[src/rtl/irqc_pkg.sv]
package irqc_pkg;

    localparam int DATA_W = 8;
    localparam int REG_ADDR_W = 2;

    localparam logic [REG_ADDR_W-1:0] ADDR_VECTOR = 2'd0;
    localparam logic [REG_ADDR_W-1:0] ADDR_BASE   = 2'd1;
    localparam logic [REG_ADDR_W-1:0] ADDR_MASK   = 2'd2;

    typedef enum logic {
        ST_IDLE = 1'b0,
        ST_WAIT = 1'b1
    } irqc_state_e;

    typedef struct packed {
        irqc_state_e        st;
        logic [DATA_W-1:0]  vec;
    } irqc_ctl_t;

    // Vector arithmetic wraps modulo 2**DATA_W.
    function automatic logic [DATA_W-1:0] make_vector(
        input logic [DATA_W-1:0] base,
        input logic [DATA_W-1:0] line_idx
    );
        return base + line_idx;
    endfunction

endpackage

[src/rtl/irqc_sync.sv]
module irqc_sync #(
    parameter int WIDTH = 8
) (
    input  logic             clk,
    input  logic             rst,
    input  logic [WIDTH-1:0] async_in,
    output logic [WIDTH-1:0] sync_out
);

    logic [WIDTH-1:0] stage1_q;
    logic [WIDTH-1:0] stage2_q;

    always_ff @(posedge clk) begin
        if (rst) begin
            stage1_q <= '0;
            stage2_q <= '0;
        end else begin
            stage1_q <= async_in;
            stage2_q <= stage1_q;
        end
    end

    assign sync_out = stage2_q;

    // Cycles since reset, saturating, so the delay check never reaches into reset.
    logic [1:0] age_q;
    always_ff @(posedge clk) begin
        if (rst)               age_q <= 2'd0;
        else if (age_q != 2'd2) age_q <= age_q + 2'd1;
    end

    assert_two_stage_delay_R4: assert property (@(posedge clk) disable iff (rst)
        (age_q == 2'd2) |-> (sync_out == $past(async_in, 2)));

endmodule

[src/rtl/irqc_arbiter.sv]
module irqc_arbiter #(
    parameter int WIDTH = 8,
    parameter int IDX_W = (WIDTH > 1) ? $clog2(WIDTH) : 1
) (
    input  logic             clk,
    input  logic             rst,
    input  logic [WIDTH-1:0] req,
    output logic             valid,
    output logic [IDX_W-1:0] idx,
    output logic [WIDTH-1:0] grant
);

    // Scan from the top down so the last hit, the lowest index, wins.
    always_comb begin
        grant = '0;
        idx   = '0;
        for (int i = WIDTH - 1; i >= 0; i--) begin
            if (req[i]) begin
                grant    = '0;
                grant[i] = 1'b1;
                idx      = IDX_W'(i);
            end
        end
    end

    assign valid = |req;

    assert_grant_onehot_R2: assert property (@(posedge clk) disable iff (rst)
        $onehot0(grant) && (valid == (grant != '0)));

    assert_grant_lowest_R2: assert property (@(posedge clk) disable iff (rst)
        valid |-> (((req & (grant - WIDTH'(1))) == '0) && ((req & grant) != '0)));

endmodule

[src/rtl/irq_prio_ctrl.sv]
module irq_prio_ctrl
    import irqc_pkg::*;
#(
    parameter int NUM_LINES = 8
) (
    input  logic                  clk,
    input  logic                  rst,
    input  logic [NUM_LINES-1:0]  irq_in,
    input  logic [1:0]            bus_addr,
    input  logic                  bus_wr_en,
    input  logic [7:0]            bus_wdata,
    output logic [7:0]            bus_rdata,
    output logic                  cpu_int
);

    localparam int IDX_W = (NUM_LINES > 1) ? $clog2(NUM_LINES) : 1;

    logic [NUM_LINES-1:0] irq_sync;
    logic [NUM_LINES-1:0] mask_q;
    logic [DATA_W-1:0]    base_q;
    logic [NUM_LINES-1:0] arb_req;
    logic                 arb_valid;
    logic [IDX_W-1:0]     arb_idx;
    logic [NUM_LINES-1:0] arb_grant;
    irqc_ctl_t            ctl_q;
    logic                 wr_vec;
    logic                 ack_hit;

    irqc_sync #(.WIDTH(NUM_LINES)) u_sync (
        .clk      (clk),
        .rst      (rst),
        .async_in (irq_in),
        .sync_out (irq_sync)
    );

    assign arb_req = irq_sync & ~mask_q;

    irqc_arbiter #(.WIDTH(NUM_LINES), .IDX_W(IDX_W)) u_arb (
        .clk   (clk),
        .rst   (rst),
        .req   (arb_req),
        .valid (arb_valid),
        .idx   (arb_idx),
        .grant (arb_grant)
    );

    assign wr_vec  = bus_wr_en && (bus_addr == ADDR_VECTOR);
    assign ack_hit = wr_vec && (ctl_q.st == ST_WAIT);

    // Configuration registers.
    always_ff @(posedge clk) begin
        if (rst) begin
            base_q <= '0;
            mask_q <= '0;
        end else if (bus_wr_en) begin
            if (bus_addr == ADDR_BASE) base_q <= bus_wdata;
            if (bus_addr == ADDR_MASK) mask_q <= bus_wdata[NUM_LINES-1:0];
        end
    end

    // Latch / hold / acknowledge handshake.
    always_ff @(posedge clk) begin
        if (rst) begin
            ctl_q.st  <= ST_IDLE;
            ctl_q.vec <= '0;
        end else begin
            unique case (ctl_q.st)
                ST_IDLE: begin
                    if (arb_valid) begin
                        ctl_q.vec <= make_vector(base_q, DATA_W'(arb_idx));
                        ctl_q.st  <= ST_WAIT;
                    end
                end
                ST_WAIT: begin
                    if (ack_hit) ctl_q.st <= ST_IDLE;
                end
                default: ctl_q.st <= ST_IDLE;
            endcase
        end
    end

    assign cpu_int = (ctl_q.st == ST_WAIT);

    always_comb begin
        unique case (bus_addr)
            ADDR_VECTOR: bus_rdata = ctl_q.vec;
            ADDR_BASE:   bus_rdata = base_q;
            ADDR_MASK:   bus_rdata = DATA_W'(mask_q);
            default:     bus_rdata = '0;
        endcase
    end

    assert_no_masked_winner_R7: assert property (@(posedge clk) disable iff (rst)
        arb_valid |-> !mask_q[arb_idx] && irq_sync[arb_idx]);

    assert_vector_formed_R3: assert property (@(posedge clk) disable iff (rst)
        (!cpu_int && arb_valid) |=> cpu_int && (bus_addr != ADDR_VECTOR ||
            bus_rdata == DATA_W'($past(base_q) + DATA_W'($past(arb_idx)))));

    assert_int_held_R5: assert property (@(posedge clk) disable iff (rst)
        (cpu_int && !wr_vec) |=> cpu_int);

    assert_vector_stable_R5: assert property (@(posedge clk) disable iff (rst)
        cpu_int |=> $stable(ctl_q.vec));

    assert_ack_clears_R6: assert property (@(posedge clk) disable iff (rst)
        (cpu_int && wr_vec) |=> !cpu_int);

    assert_idle_write_ignored_R8: assert property (@(posedge clk) disable iff (rst)
        (!cpu_int && !arb_valid && wr_vec) |=> !cpu_int && $stable(ctl_q.vec));

endmodule

[config.mk]
export PLATFORM = sky130hd
export DESIGN_NAME = irq_prio_ctrl
export DESIGN_NICKNAME = d
export VERILOG_FILES = /design/src/rtl/irqc_pkg.sv /design/src/rtl/irqc_sync.sv /design/src/rtl/irqc_arbiter.sv /design/src/rtl/irq_prio_ctrl.sv
export SDC_FILE = /design/constraint.sdc
export NUM_CORES = 1
export LEC_CHECK = 0
export ABC_AREA = 1
export BUFFER_PORTS_ARGS = -buffer_cell sky130_fd_sc_hd__buf_2
export CORE_ASPECT_RATIO = 0.5
export CORE_MARGIN = 5
export CORE_UTILIZATION = 45
export DETAILED_ROUTE_END_ITERATION = 6
export PLACE_DENSITY = 0.68
export SKIP_CTS_REPAIR_TIMING = 1
export SLEW_MARGIN = 20
export SYNTH_ARGS = -nofsm -noshare
export SYNTH_HDL_FRONTEND = slang
export SYNTH_SLANG_ARGS = --single-unit
[constraint.sdc]
create_clock -name clk -period 2.1 [get_ports clk]
set_input_delay 0.21 -clock clk [delete_from_list [all_inputs] [get_ports clk]]
set_output_delay 0.21 -clock clk [all_outputs]
set_load 0.05 [all_outputs]
==> flow_summary.json <==
{
  "min_path_type": "input pin to register",
  "end_kind": "register",
  "rsz0062_at_grt": "yes",
  "startpoint_type": "register",
  "grt_pass1_wl_um": 6960,
  "fin_crit_ps": 2130,
  "crit_path_start": "mask_q[6]$_SDFFE_PP0P_",
  "setup_violations": 2,
  "worstMarginPinSlew_ps": 636,
  "fin_worst_skew_ps": 4.00,
  "dieArea_um2": 5760,
  "fp.coreArea_um2": 4000,
  "drc_errors": 0,
  "leakage_nw": 1.06,
  "timing.final.ws_setup_ps": -26.9,
  "path_max_fanout": 3,
  "wl_um": 4180,
  "synth_area_leaders": "dfxtp_1 (43%), nand2_1 (11%), inv_1 (8.0%)",
  "max_freq_mhz": 470,
  "die_h_um": 56.2,
  "ys_seq_area_share_pct": 42.7,
  "fin_cells": 357,
  "syn_area_um2": 1920,
  "synth_edf_count": 0,
  "cap_violations": 0,
  "tritoncts": "done",
  "yosysMostFrequentCell": "nand2_1",
  "yosys.cell_types.count": 29,
  "die_w_um": 102,
  "ys_warn_count": 0,
  "clkTransAtPathRegs_ps": 80,
  "grtUsageTotal_pct": 15.3,
  "grt_max_degree": 25,
  "synth_cells": 265,
  "clkSinkCount": 41,
  "fin_crit_sh_pct": 101,
  "syn_area_per_cell_um2": 7.26,
  "power_density_nw_per_um2": 764,
  "status": "finished, violations left",
  "place_inst": 347,
  "wl_per_cell_um": 11.7,
  "syn2layout_area_growth_pct": 18.7,
  "clock_path_buffers": 2,
  "fp-row-count": 16,
  "clock_latency_ps": 290,
  "viasPerCell": 4.71,
  "syn_nets": 290,
  "dr.pass1.iters": 4,
  "dr_total_vias": 1682,
  "tns_ps": -40.4,
  "layout-drive-gt1-share_pct": 28.1,
  "drtAntennaViolNets": 0,
  "postLayoutCoreUtil_pct": 57.0,
  "antenna_cells": 0,
  "async_flop_share_pct": 0,
  "violations": "negative setup slack",
  "start_util_pct": 48.1,
  "boundaryPins": 30,
  "nFillCells": 370,
  "htreeDepth": 2,
  "path_class": "register to register",
  "required_ps": 2290,
  "place.gp.congestion": 0.846,
  "yosysTopAreaCellShare_pct": 42.7,
  "finalPower_mw": 1.75,
  "finalHoldViolCount": 0,
  "post-dp-hpwl_um": 3060,
  "fin_nets": 327,
  "grt_pass1_vias": 1548,
  "synth-main-ff-cell": "dfxtp_1",
  "antenna_found_initial": 0,
  "r2r_start": "mask_q[6]$_SDFFE_PP0P_",
  "ys_ff_latch": 41,
  "grt-ovfl-total": 0,
  "port_buffers": 29,
  "ctsRootBufferMaster": "clkbuf_8",
  "peakVddDrop_mv": 0.287,
  "drtIter0Drc": 98,
  "hold_start": "irq_in[3]",
  "cp_data_arrival_time_ps": 2320,
  "final-max-slew-violation-count": 0,
  "slew_headroom_pct": 57.6,
  "yosys.area.top_type": "dfxtp_1",
  "synth_common_cells": "nand2_1 (56), dfxtp_1 (41), inv_1 (41)",
  "holdWs_ps": 115,
  "cts-buffers-inserted": 5
}
==> power breakdown <==
group / leakage, nW / switching [mW] / internal, mW
registers: 0.338 / 0.0279 / 0.833
clock network: 0.0374 / 0.278 / 0.234
logic: 0.689 / 0.244 / 0.128
==> routing by layer <==
metal / track usage [%] / vias to the layer above / routed length, um
met5: 0 / - / 0
met4: 4.49 / 0 / 25
met3: 3.38 / 4 / 263
met2: 23.7 / 50 / 1930
met1: 21.0 / 728 / 1960
li1: - / 900 / -
==> state kept, by name (all words and copies together), names as in the netlist <==
name / count
base_q: 8
ctl_q: 8
mask_q: 8
u_sync.stage1_q: 8
u_sync.sync_out: 8
cpu_int: 1
==> stage by stage <==
stage / cell area [um^2] / setup slack [ps]
finish: 2280 / -26.9
global route: 2280 / -250
CTS: 2220 / -180
detailed placement: 2140 / -131
global placement: 2140 / -65.9
floorplan: 1920 / 79.2
==> cells in the final DEF, fill, tap and decap left out, types with 5 or more instances in the layout <==
cell type | Yosys | final
buf_2 | 3 | 29
nand2_1 | 56 | 54
a21oi_1 | 23 | 22
nor2_2 | 6 | 6
clkbuf_8 | 0 | 5
nand3_1 | 12 | 10
nor2_1 | 26 | 26
buf_4 | 1 | 7
o21ai_0 | 13 | 13
inv_2 | 5 | 8
dfxtp_1 | 41 | 40
nand2_2 | 9 | 11
inv_1 | 41 | 38
==> critical path, stage by stage (launching register included) <==
cell      delay, ps
dfxtp_1         340
inv_2            50
nand2_2          60
nand2_1          50
nand2_1          50
nand2_1          50
nand2_1          50
nand2_1          70
a21boi_2        180
ha_2            200
inv_2            40
fa_2            350
inv_2            60
nand3_2          70
nand2_2         100
nand2_1          50
nand2_1          70
nand3_2          70
nand2_1          60
nor2_1           40
==> cell families (layout without fill, tap and decap cells) <==
family          after synthesis  after routing  synth area share (%)
buf+inv                      53             91                  11.1
xor+xnor                      1              1                 0.455
fa+ha+maj                     4              4                  2.99
simple gates                118            118                  28.9
flops                        41             41                  42.7
compound gates               48             48                  13.9
==> path summary, 6_finish.rpt <==
kind	to	slack (ps)	cells after the start
hold reg to reg	u_sync.sync_out[4]$_SDFF_PP0_	400	2
setup / recovery	ctl_q[4]$_SDFFE_PP0P_	-30	19
setup reg to reg	ctl_q[4]$_SDFFE_PP0P_	-30	19
hold / removal	u_sync.stage1_q[3]$_SDFF_PP0_	110	3
==> final cells by class <==
type	instances	area, um^2	area share (%)
Timing Repair Buffer	36	198	8.66
Multi-Input combinational cell	171	932	40.8
Sequential cell	41	822	36.0
Clock buffer	6	72.6	3.18
Clock inverter	2	15.0	0.658
Tap cell	54	67.6	2.96
Inverter	47	176	7.73
Power figures use the tool's default switching activity.
